## config.mk

```make
export PLATFORM = sky130hd
export DESIGN_NAME = adc_result_fifo
export DESIGN_NICKNAME = d
export VERILOG_FILES = /design/src/rtl/adcf_pkg.sv /design/src/rtl/adcf_ptrs.sv /design/src/rtl/adcf_store.sv /design/src/rtl/adcf_view.sv /design/src/rtl/adc_result_fifo.sv
export SDC_FILE = /design/constraint.sdc
export NUM_CORES = 1
export LEC_CHECK = 0
export BUFFER_PORTS_ARGS = -buffer_cell sky130_fd_sc_hd__buf_4
export CAP_MARGIN = 20
export CORE_ASPECT_RATIO = 1.4
export CORE_MARGIN = 4
export CORE_UTILIZATION = 62
export CTS_CLUSTER_SIZE = 40
export DETAILED_ROUTE_END_ITERATION = 8
export GPL_ROUTABILITY_DRIVEN = 0
export PLACE_DENSITY = 0.81
export SLEW_MARGIN = 0
export SYNTH_ARGS = -nofsm -noshare
export SYNTH_HDL_FRONTEND = slang
export SYNTH_SLANG_ARGS = --single-unit
```

## constraint.sdc

```tcl
create_clock -name clk -period 4.9 [get_ports clk]
set_input_delay 0 -clock clk [delete_from_list [all_inputs] [get_ports clk]]
set_output_delay 0 -clock clk [all_outputs]
set_load 0.02 [all_outputs]
```

## src/rtl/adcf_pkg.sv

```systemverilog
// Package: shared widths, word bit positions and the stored entry type
// for the ADC result queue. The bit positions are fixed by the register
// layout that software decodes.
package adcf_pkg;
    localparam int RES_W    = 12;
    localparam int WORD_W   = 16;
    localparam int BIT_DONE = 15;
    localparam int BIT_OVF  = 14;
    localparam int BIT_PEN  = 13;
    localparam int BIT_SIGN = 12;

    typedef struct packed {
        logic             sign;
        logic [RES_W-1:0] res;
    } entry_t;

    localparam int ENTRY_W = $bits(entry_t);
endpackage

```

## src/rtl/adcf_ptrs.sv

```systemverilog
// Module: adcf_ptrs
// Keeps the read and write pointers, the fill count and the sticky
// overflow flag. It turns the raw strobes into accepted push and pop
// events. Assumes single-cycle strobes sampled on the rising edge.
// A push into a full queue is accepted only when a pop happens in the
// same cycle.
module adcf_ptrs #(
    parameter int DEPTH = 4,
    localparam int PTR_W = (DEPTH > 1) ? $clog2(DEPTH) : 1,
    localparam int CNT_W = $clog2(DEPTH + 1)
) (
    input  logic             clk,
    input  logic             rst_n,
    input  logic             wr_req,
    input  logic             rd_req,
    output logic             push,
    output logic             pop,
    output logic [PTR_W-1:0] wr_ptr,
    output logic [PTR_W-1:0] rd_ptr,
    output logic [CNT_W-1:0] count,
    output logic             empty,
    output logic             ovf
);
    localparam logic [PTR_W-1:0] LAST  = PTR_W'(DEPTH - 1);
    localparam logic [CNT_W-1:0] FULLC = CNT_W'(DEPTH);

    logic full;

    // Derive queue status and accepted events from the strobes.
    always_comb begin
        empty = (count == '0);
        full  = (count == FULLC);
        pop   = rd_req && !empty;
        push  = wr_req && (!full || pop);
    end

    // Advance the write pointer on each accepted push, wrapping at DEPTH.
    always_ff @(posedge clk) begin
        if (!rst_n)
            wr_ptr <= '0;
        else if (push)
            wr_ptr <= (wr_ptr == LAST) ? '0 : wr_ptr + 1'b1;
    end

    // Advance the read pointer on each accepted pop, wrapping at DEPTH.
    always_ff @(posedge clk) begin
        if (!rst_n)
            rd_ptr <= '0;
        else if (pop)
            rd_ptr <= (rd_ptr == LAST) ? '0 : rd_ptr + 1'b1;
    end

    // Track the number of held entries.
    always_ff @(posedge clk) begin
        if (!rst_n)
            count <= '0;
        else if (push && !pop)
            count <= count + 1'b1;
        else if (pop && !push)
            count <= count - 1'b1;
    end

    // Sticky overflow: set on a rejected push, cleared by any read strobe.
    always_ff @(posedge clk) begin
        if (!rst_n)
            ovf <= 1'b0;
        else if (rd_req)
            ovf <= 1'b0;
        else if (wr_req && !push)
            ovf <= 1'b1;
    end
endmodule

```

## src/rtl/adcf_store.sv

```systemverilog
// Module: adcf_store
// Register-based entry storage with one write port and a read mux that
// selects the head. Assumes the pointers stay below DEPTH. The polarity
// is forced to 0 on store when single-ended mode is selected.
module adcf_store
    import adcf_pkg::*;
#(
    parameter int DEPTH = 4,
    localparam int PTR_W = (DEPTH > 1) ? $clog2(DEPTH) : 1
) (
    input  logic             clk,
    input  logic             rst_n,
    input  logic             push,
    input  logic [PTR_W-1:0] wr_ptr,
    input  logic [PTR_W-1:0] rd_ptr,
    input  logic [RES_W-1:0] in_res,
    input  logic             in_sign,
    input  logic             diff_mode,
    output entry_t           head
);
    entry_t slot [DEPTH];
    entry_t incoming;

    // Build the entry to store, masking polarity in single-ended mode.
    always_comb begin
        incoming.res  = in_res;
        incoming.sign = in_sign && diff_mode;
    end

    for (genvar i = 0; i < DEPTH; i++) begin : g_slot
        // Load this slot when the write pointer selects it.
        always_ff @(posedge clk) begin
            if (!rst_n)
                slot[i] <= '0;
            else if (push && (wr_ptr == PTR_W'(i)))
                slot[i] <= incoming;
        end
    end

    // Present the head entry.
    always_comb begin
        head = slot[rd_ptr];
    end
endmodule

```

## src/rtl/adcf_view.sv

```systemverilog
// Module: adcf_view
// Assembles the read-only status word from the queue state. Assumes the
// head entry may hold stale data when the queue is empty, so the result
// and polarity are masked by the valid flag.
module adcf_view
    import adcf_pkg::*;
(
    input  entry_t              head,
    input  logic                empty,
    input  logic                ovf,
    input  logic                pen_down,
    output logic [WORD_W-1:0]   word
);
    // Place each field at its fixed bit position.
    always_comb begin
        word                  = '0;
        word[BIT_DONE]        = !empty;
        word[BIT_OVF]         = ovf;
        word[BIT_PEN]         = pen_down;
        word[BIT_SIGN]        = head.sign && !empty;
        word[RES_W-1:0]       = empty ? '0 : head.res;
    end
endmodule

```

## src/rtl/adc_result_fifo.sv

```systemverilog
// Module: adc_result_fifo
// Top level of the ADC result queue. Conversions are pushed on
// conv_valid, and a read strobe pops the head and clears the
// cleared-on-read fields. rd_data is a combinational view of the held
// state. Assumes rd_en and conv_valid are one-cycle strobes in the clk
// domain.
module adc_result_fifo
    import adcf_pkg::*;
#(
    parameter int DEPTH = 4
) (
    input  logic              clk,
    input  logic              rst_n,
    input  logic              conv_valid,
    input  logic [11:0]       conv_result,
    input  logic              conv_sign,
    input  logic              diff_mode,
    input  logic              pen_down,
    input  logic              rd_en,
    output logic [15:0]       rd_data
);
    localparam int PTR_W = (DEPTH > 1) ? $clog2(DEPTH) : 1;
    localparam int CNT_W = $clog2(DEPTH + 1);

    logic             push;
    logic             pop;
    logic [PTR_W-1:0] wr_ptr;
    logic [PTR_W-1:0] rd_ptr;
    logic [CNT_W-1:0] count;
    logic             empty;
    logic             ovf;
    entry_t           head;

    adcf_ptrs #(.DEPTH(DEPTH)) u_ptrs (
        .clk    (clk),
        .rst_n  (rst_n),
        .wr_req (conv_valid),
        .rd_req (rd_en),
        .push   (push),
        .pop    (pop),
        .wr_ptr (wr_ptr),
        .rd_ptr (rd_ptr),
        .count  (count),
        .empty  (empty),
        .ovf    (ovf)
    );

    adcf_store #(.DEPTH(DEPTH)) u_store (
        .clk       (clk),
        .rst_n     (rst_n),
        .push      (push),
        .wr_ptr    (wr_ptr),
        .rd_ptr    (rd_ptr),
        .in_res    (conv_result),
        .in_sign   (conv_sign),
        .diff_mode (diff_mode),
        .head      (head)
    );

    adcf_view u_view (
        .head     (head),
        .empty    (empty),
        .ovf      (ovf),
        .pen_down (pen_down),
        .word     (rd_data)
    );
endmodule

```

**Word-level counts from Yosys, hierarchy flattened**

Memory sizes are Yosys's and may differ from the RTL's. A register that Yosys moved wholly into a read port is not among the register bits.
Cells that the tools add are included.

- Bits in registers: 8
- Memories: 1
- Output and inout port bits: 16
- Bits in writable memories: 52
- Logic and storage cells: 63

- Multiplexer cells: 24
- Equal/unequal tests: 5
- Add/sub/neg operators: 4
- Reductions and logical operators: 20
- Bitwise gates (word level): 5

Memories:

| memory | depth | bits a word | rd ports | clocked after Yosys merged registers in | write ports | line | RTL |
|---|---|---|---|---|---|---|---|
| u_store.slot | 4 | 13 | 1 | 1 | 4 | adcf_store.sv:21 | `entry_t slot [DEPTH];` |

Operators by type and width:

| kind | count |
|---|---|
| $mux W13 | 4 |
| $mux W1 | 13 |
| $mux W12 | 1 |
| $logic_and A1 B1 Y1 | 11 |
| $mux W2 | 4 |
| $eq A2 B2 Y1 const B | 3 |
| $mux W3 | 2 |
| $add A2 B1 Y2 const B | 2 |
| $logic_not A1 Y1 | 4 |
| $or A1 B1 Y1 | 4 |
| $add A3 B1 Y3 const B | 1 |
| $eq A3 B3 Y1 const B | 1 |
| $logic_not A3 Y1 | 1 |
| $sub A3 B1 Y3 const B | 1 |
| $eq A2 B1 Y1 const B | 1 |
| $logic_not A2 Y1 | 1 |
| $reduce_bool A2 Y1 | 1 |
| $reduce_or A2 Y1 | 1 |
| $logic_or A1 B1 Y1 | 1 |
| $not A1 Y1 | 1 |

**Logic depth before layout (Yosys ltp)**

Gate-level depths: netlist (run 1).

- Word-level depth: 10
- Depth in mapped cells: 9

**Cells and area by module**

Synthesis (run 1) repeated with hierarchy kept, for this count alone.

- Cell total of the unflattened synthesis: 195
- Area total of the unflattened synthesis: 2,857.7 µm²

Modules (own cells, without submodules):

| module | instances | area each (µm²) | cells an instance |
|---|---|---|---|
| adcf_store | 1 | 2,302.2 | 134 |
| adcf_ptrs | 1 | 417.9 | 44 |
| adcf_view | 1 | 137.6 | 17 |

**Least setup slack after synthesis (run 1)**

No wires, ideal clock.

- Path kind: register -> register
- Start: register u_ptrs.count[1]
- End: register u_ptrs.count[2]
- Stages on the path, launching flop included: 10
- Arrival: 2.115 ns
- Period minus slack after synthesis: 2.191 ns
- Path slack: 2.709 ns
- Buffers on the path: 1
- Data required time: 4.824 ns
- Path through: dfxtp_1 > or4b_1 > buf_6 > and2_4 > ha_1 > inv_1 > fa_1 > xor2_1 > or3_1 > a21boi_0

- Longest elaborated chain between the ends: 8
- Elaborated cells between the ends (all ways): 16
- Those cells by class: add/sub (2); eq/ne (1); mux (2); reduce/logical (11)

RTL lines:

| item | line | RTL |
|---|---|---|
| from (decl) | adcf_ptrs.sv:20 | `output logic [CNT_W-1:0] count,` |
| from (signal assigned) | adcf_ptrs.sv:58 | `count <= count + 1'b1;` |
| from (signal assigned) | adcf_ptrs.sv:60 | `count <= count - 1'b1;` |
| $logic_not A3 Y1 | adcf_ptrs.sv:31 | `empty = (count == '0);` |
| $logic_not A1 Y1 | adcf_ptrs.sv:33 | `pop = rd_req && !empty;` |
| $logic_and A1 B1 Y1 | adcf_ptrs.sv:33 |  |
| $logic_or A1 B1 Y1 * | adcf_ptrs.sv:34 | `push = wr_req && (!full \|\| pop);` |
| $logic_and A1 B1 Y1 * | adcf_ptrs.sv:34 |  |
| net push | adc_result_fifo.sv:25 | `logic push;` |
| $logic_not A1 Y1 | adcf_ptrs.sv:59 | `else if (pop && !push)` |
| $logic_and A1 B1 Y1 | adcf_ptrs.sv:59 |  |
| $reduce_bool A2 Y1 (no line) | -- |  |

Mark *: on every way through the listed nets, which the timed path passes. The rest lies on a longest branch. The select of a mux whose other input is x is not followed.
A chain may end at the register's enable or synchronous reset.

**Worst setup path in the final report (run 1)**

Same ends and word-level chain as after synthesis.

==> results by group, run 1 <==
Run status
  • Status: finished clean

Yosys
  • Top_reg_cell synth: edfxtp_1
  • Number of flops mapped to enable cells by yosys: 52
  • Syn Nets: 240
  • Syn Inst Count: 214
  • Post-Syn Area: 0.00284 mm2
  • Ys Warns: 0
  • Async S/R FF share, synth: 0%
  • Sequential area share after synthesis: 62.1%
  • Synthesized area per cell: 13.3 um2
  • FF+latch count, synth: 62
  • Yosys cell types: 31

Power and ir drop
  • Power per cell area: 487 mW/mm2
  • Overall power: 1.60 mW
  • Total leakage power: 1.24 nW
  • Worst VDD drop: 0.370 mV

Routing
  • Drt drc: 0
  • Drt total wl: 5120 um
  • Iteration-0 DRC Markers: 96
  • Post-DR vias/cell: 5.38
  • WL/cell: 16.5 um
  • Pre-antenna DRT Iters: 4
  • Vias after detailed routing: 1672
  • DRT antenna net count: 0

Floorplanning
  • Die width: 65.2 um
  • Die Y-Extent: 88.0 um
  • CORE AREA: 0.00431 mm2
  • Rows: 28
  • Initial Utilization: 65.8%
  • DIE AREA: 0.00574 mm2
  • I/O Pins: 35

STA
  • Achievable Freq: 418 MHz
  • Skew final: 0.00652 ns
  • Worst Tran Pin Value: 0.875 ns
  • Crit share post-route: 48.8%
  • Final setup margin: 2.51 ns
  • TNS Setup: 0 ns
  • Final Setup Violations: 0
  • Final Critical Period: 2.39 ns
  • Fin. max-slew vios: 0
  • Final Hold Viols: 0
  • RSZ-0062 raised after global routing: false
  • Max_slew headroom: 41.6%

Place
  • Cells after DPL: 293
  • Place WS: 2.51 ns
  • Post-DP HPWL: 3380 um
  • Post-DP Area: 0.00306 mm2
  • Port Buffers: 32

Cells and area
  • Fraction of layout cells with a size suffix above 1: 26.7%
  • Filler cell count: 273
  • Final std cells w/o fill: 311
  • ANT cells: 0
  • Layout Nets: 272
  • Area grow syn2layout: 15.6%
  • Post-route cell area: 0.00328 mm2

CTS
  • Sink Count: 62
  • Skew-Pair Late Insertion Delay: 0.34 ns
  • Clk buf depth: 2
  • Cts bufs inserted: 9
  • CTS tree: done
  • Worst-path clk slew: 0.06 ns
  • Root buffer cell: clkbuf_8
  • Post-CTS Setup Bufs: 0
  • H-tree lvl count: 3

Critical path
  • Crit path DAT: 2.66 ns
  • Worst endpoint required time: 5.17 ns
  • Max FO, Critical Path: 7
  • CP endpoint kind: flop
  • Crit Path Category: flop to flop
  • CP Launch Type: flop

GRT
  • First-pass GRT wire length: 8540 um
  • Congestion Overflow GR: 0
  • Initial antenna violation count: 0
  • Largest net degree at the start of global routing: 29
  • Vias in the first global route: 1721
  • Global Route Usage Sum: 20.9%

Job
  • Max-cap viol count: 0

Min path
  • HP Class: input port to primary output
[path summary, 6_finish.rpt]
kind                                       start               end  slack [ns]  depth (start not counted)
worst min register to register  u_ptrs.wr_ptr[1]  u_ptrs.wr_ptr[1]        0.52                          2
worst max-delay path             u_ptrs.count[1]   u_ptrs.count[2]        2.51                          8
worst max register to register   u_ptrs.count[1]   u_ptrs.count[2]        2.51                          8
worst min-delay path                    pen_down       rd_data[13]      0.0002                          0
[sequential cells by signal, summed over array words and instances, names as in the netlist, named ones only]
register / cells
u_store.slot: 52
u_ptrs.count: 3
u_ptrs.rd_ptr: 2
u_ptrs.wr_ptr: 2
u_ptrs.ovf: 1
[report_power, final]
part           leakage, nW  switching, mW  total [mW]  internal [mW]
sequential           0.627         0.0605       0.700          0.640
combinational        0.513          0.237       0.450          0.214
clock               0.0996          0.183       0.445          0.262
total                 1.24          0.480        1.60           1.12
[cell usage after synthesis, types with 2 or more instances]
cell | number | area, um2
edfxtp_1 | 52 | 1560
nor2b_1 | 14 | 87.6
buf_4 | 3 | 22.5
mux4_2 | 13 | 293
ha_1 | 6 | 75.1
nand2_1 | 20 | 75.1
buf_6 | 5 | 56.3
nand3_1 | 2 | 10.0
or3_1 | 2 | 12.5
a21boi_0 | 2 | 15.0
clkbuf_1 | 5 | 18.8
nor2_1 | 54 | 203
inv_1 | 4 | 15.0
nand4_1 | 2 | 12.5
dfxtp_1 | 10 | 200
o21ai_2 | 2 | 17.5
o21ai_0 | 2 | 10.0
nand3_2 | 3 | 30.0
[worst max-delay path, cell delays in order, from the launching register on]
cell,delay [ns]
dfxtp_1,0.36
or4b_1,0.73
and2_4,0.26
ha_1,0.22
inv_1,0.07
fa_1,0.17
xor2_1,0.07
or3_1,0.29
a21boi_0,0.15
[through the flow]
step	hold slack (ns)	utilization [%]
2_1_floorplan	0.0761	-
3_3_place_gp	0.000149	70.9
3_5_place_dp	0.000149	70.9
4_1_cts	0.000149	76.1
5_1_grt	0.000123	76.1
6_report	0.000167	76.1
[logic make-up (layout without fill, tap and decap cells)]
family          Yosys count  count (layout)  synth area share (%)
compound gates            8               8                  1.99
xor+xnor                  2               2                 0.618
fa+ha+maj                 7               7                  3.35
buf+inv                  18              55                  4.15
flops                    62              62                  62.1
mux                      14              14                  10.7
simple gates            103             103                  17.1
[cells in the final DEF (no fill, tap or decap), types with 2 or more instances in the layout]
| cell | n |
|---|---|
| clkbuf_1 | 2 |
| edfxtp_1 | 52 |
| dfxtp_1 | 10 |
| nand3_2 | 3 |
| o21ai_2 | 2 |
| nand3_1 | 2 |
| nand2_1 | 20 |
| nor2b_1 | 14 |
| mux4_2 | 13 |
| dlygate4sd3_1 | 2 |
| inv_1 | 4 |
| a21boi_0 | 2 |
| nor2_1 | 54 |
| buf_4 | 33 |
| clkbuf_8 | 11 |
| or3_1 | 2 |
| o21ai_0 | 2 |
| ha_1 | 6 |
| nand4_1 | 2 |
[repair_timing]
action / 4_1_cts / 5_1_grt
hold endpoints to repair: 2 / 0
resized for setup: 0 / 0
hold buffers: 2 / 0
[cell type report]
class	instances	area, um2	area share (%)
clock buffers	13	159	4.85
clock inverters	3	42.5	1.30
inverters	4	15.0	0.458
multi-input cells	134	957	29.2
flip-flops and latches	62	1760	53.7
well taps	60	75.1	2.29
repair buffers	35	268	8.17
[per-layer routing]
metal / track usage (%) / routed length (um) / vias up
met5: 0 / 0 / -
met2: 36.2 / 2820 / 53
met4: 9.62 / 114 / 0
li1: - / - / 818
met1: 24.5 / 1920 / 789
met3: 5.01 / 259 / 12
No activity file was read; power rests on OpenSTA's default activity.
==> run 2, diff against run 1 <==
--- a/config.mk
+++ b/config.mk
@@ -9,11 +9,11 @@
 export CAP_MARGIN = 20
 export CORE_ASPECT_RATIO = 1.4
 export CORE_MARGIN = 4
-export CORE_UTILIZATION = 62
+export CORE_UTILIZATION = 57
 export CTS_CLUSTER_SIZE = 40
 export DETAILED_ROUTE_END_ITERATION = 8
 export GPL_ROUTABILITY_DRIVEN = 0
-export PLACE_DENSITY = 0.81
+export PLACE_DENSITY = 0.76
 export SLEW_MARGIN = 0
 export SYNTH_ARGS = -nofsm -noshare
 export SYNTH_HDL_FRONTEND = slang
==> constraint.sdc (replaced) <==
create_clock -name clk -period 2.3 [get_ports clk]
set_input_delay 0 -clock clk [delete_from_list [all_inputs] [get_ports clk]]
set_output_delay 0 -clock clk [all_outputs]
set_load 0.02 [all_outputs]
==> run 2 against run 1 <==
  * Via count grew 4.7%
  * Combinational power rose by 130%
  * Utilization is 7.2 points lower
  * Sequential share of layout area decreased by 0.87 points
  * Total power rose by 110%
  * Critical path depth unchanged
  * Sequential cell count is the same
  * Worst setup slack worse by 2.3 ns
  * Non-clock buffer count grew 10
  * Sequential power rose by 110%
  * Clock skew shrank 0.00062 ns
  * Wire length down 1.9%
  * Largest cell class unchanged
  * Largest power group unchanged
  * Highest routed layer unchanged
==> results by group, run 2 (synthesis gave the netlist of run 1 again) <==
Run status
  • Status: finished clean

Floorplanning
  • DIE AREA: 0.00618 mm2 (+7.8%)
  • Die Y-Extent: 91.5 um (+3.9%)
  • Rows: 30 (+7.1%)
  • I/O Pins: 35 (unchanged)
  • Initial Utilization: 58.6% (-7.2 points)
  • CORE AREA: 0.00484 mm2 (+12%)
  • Die width: 67.6 um (+3.8%)

GRT
  • Vias in the first global route: 1799 (+4.5%)
  • Global Route Usage Sum: 19.1% (-1.8 points)
  • Largest net degree at the start of global routing: 29 (unchanged)
  • First-pass GRT wire length: 8520 um (-0.25%)
  • Initial antenna violation count: 0 (unchanged)
  • Congestion Overflow GR: 0 (unchanged)

Cells and area
  • Largest Register: u_store.slot
  • Area of the multi-input gates: 957 um2 (unchanged)
  • ANT cells: 0 (unchanged)
  • FF/Latch Area: 0.00176 mm2 (+0.14%)
  • Filler cell count: 345 (+26%)
  • Regs by FF count: u_store.slot x52, u_ptrs.count x3
  • Area grow syn2layout: 17.6%
  • Commonest non-fill, non-tap cell in the layout: nor2_1
  • Post-route cell area: 0.00334 mm2 (+1.8%)
  • Most frequent cells in the layout: nor2_1 (54), edfxtp_1 (52), buf_4 (44)
  • Max reg flops: 52 (unchanged)
  • Fraction of layout cells with a size suffix above 1: 30.3% (+3.6 points)
  • Layout Nets: 282 (+3.7%)

Critical path
  • Crit path max-delay cell type: or4b_1
  • Worst endpoint required time: 2.56 ns (-2.61 ns)
  • CP Launch Type: flop
  • Critical Path, Cell by Cell: or4b_1, and2_4, ha_1, inv_1, fa_1, xor2_1, or3_1, a21boi_1
  • CP endpoint kind: flop
  • Crit Path Category: flop to flop
  • Crit path DAT: 2.40 ns (-0.26 ns)
  • Max FO, Critical Path: 6 (-1)
  • Biggest cell delay along the critical path: 0.54 ns (-0.19 ns)
  • Crit-path leading delay family: simple AND/OR/NAND/NOR gates
  • CP bufs+invs: 1 (unchanged)

STA
  • Max_slew headroom: 59.1% (+18 points)
  • Final Critical Period: 2.14 ns (-0.252 ns)
  • Final Hold Viols: 0 (unchanged)
  • TNS Setup: 0 ns (unchanged)
  • Final setup margin: 0.161 ns (-2.35 ns)
  • RSZ-0062 raised after global routing: false
  • Crit share post-route: 93.0% (+44 points)
  • Final Setup Violations: 0 (unchanged)
  • Skew final: 0.00591 ns (-0.000617 ns)
  • Achievable Freq: 468 MHz (+12%)
  • Worst Tran Pin Value: 0.613 ns (-0.263 ns)
  • Fin. max-slew vios: 0 (unchanged)

CTS
  • Worst-path clk slew: 0.06 ns (about the same)
  • Root buffer cell: clkbuf_8
  • Clk buf depth: 2 (unchanged)
  • Cts bufs inserted: 9 (unchanged)
  • CTS tree: done
  • H-tree lvl count: 3 (unchanged)
  • Skew-Pair Late Insertion Delay: 0.33 ns (about the same)
  • Sink Count: 62 (unchanged)

Routing
  • Iteration-0 DRC Markers: 109 (+14%)
  • DRT antenna net count: 0 (unchanged)
  • WL/cell: 15.4 um (-6.1%)
  • Vias after detailed routing: 1751 (+4.7%)
  • Drt drc: 0 (unchanged)
  • Drt total wl: 5020 um (-1.9%)
  • Post-DR vias/cell: 5.39 (+0.21%)
  • Pre-antenna DRT Iters: 4 (unchanged)

Power and ir drop
  • Sw Share: 30.4% (+0.28 points)
  • Worst VDD drop: 0.747 mV (+100%)
  • Power per cell area: 1010 mW/mm2 (+110%)
  • Clock share of power: 25.9% (-2.0 points)
  • Psw: 1.02 mW (+110%)
  • Int Pwr: 2.35 mW (+110%)
  • Total leakage power: 1.28 nW (+3.5%)
  • Combinational power share: 31.0% (+2.8 points)
  • Part of the power in registers: 43.1% (-0.8 points)

Place
  • Place WS: 0.109 ns (-2.41 ns)
  • Port Buffers: 32 (unchanged)
  • Post-DP Area: 0.00314 mm2 (+2.9%)
  • Post-DP HPWL: 3280 um (-3.2%)

Job
  • Max-cap viol count: 0 (unchanged)

Min path
  • HP Class: input port to primary output
## run 2: what timing repair did
| action | in CTS | in global routing |
|---|---|---|
| hold buffers | 1 | 0 |
| hold endpoints to repair | 1 | 0 |
| gates resized for setup | 0 | 3 |
| setup buffers | 0 | 0 |
| setup endpoints to repair | 0 | 1 |
## run 2: worst register-to-register path: cells and delay by family (launching register included)
| kind | cells | cell delay (ns) |
|---|---|---|
| and+or+nand+nor | 3 | 1.04 |
| xor gates and xnor gates | 1 | 0.07 |
| buffers and inverters | 1 | 0.08 |
| adders and majority gates | 2 | 0.39 |
| AOI/OAI and AO/OA | 1 | 0.13 |
| DFF | 1 | 0.35 |
## run 2: worst paths after layout
| path | startpoint | end | slack [ns] | depth (start not counted) |
|---|---|---|---|---|
| hold / removal | pen_down | rd_data[13] | 0.00004 | 0 |
| hold reg to reg | u_ptrs.wr_ptr[1] | u_ptrs.wr_ptr[1] | 0.52 | 2 |
| setup / recovery | u_ptrs.count[1] | u_ptrs.count[2] | 0.16 | 8 |
| setup reg to reg | u_ptrs.count[1] | u_ptrs.count[2] | 0.16 | 8 |
## run 2: metal layers
layer	track usage, %	vias up	share of wire, %
li1	-	842	-
met4	7.11	0	1.7
met1	22.0	858	38
met3	4.95	9	4.6
met2	33.1	42	56
met5	0	-	0
## run 2: power by group through the flow
stage	registers, mW	clock network [mW]	logic (mW)
6_report	1.45	0.874	1.05
5_1_grt	1.47	0.934	1.15
4_1_cts	1.45	0.883	1.07
3_5_place_dp	1.48	0	1.06
3_3_place_gp	1.47	0	1.04
2_1_floorplan	1.45	0	0.719
## run 2: final cells by class
type / instances / area share (%)
clock inverter: 6 / 1.57
tap: 64 / 2.40
inverter: 4 / 0.450
clock buffer: 10 / 3.82
multi-input combinational: 134 / 28.7
timing repair buffer: 45 / 10.2
sequential: 62 / 52.9
## run 2: stage by stage
stage	util, %	hold slack [ns]	instances	total power, mW
after global routing	68.9	0.000130	325	3.55
after CTS	68.9	0.000137	325	3.40
after detailed placement	64.9	0.000137	308	2.54
after global placement	64.9	0.000137	308	2.50
after floorplan	-	0.0761	214	2.17
final	68.9	0.0000353	325	3.37
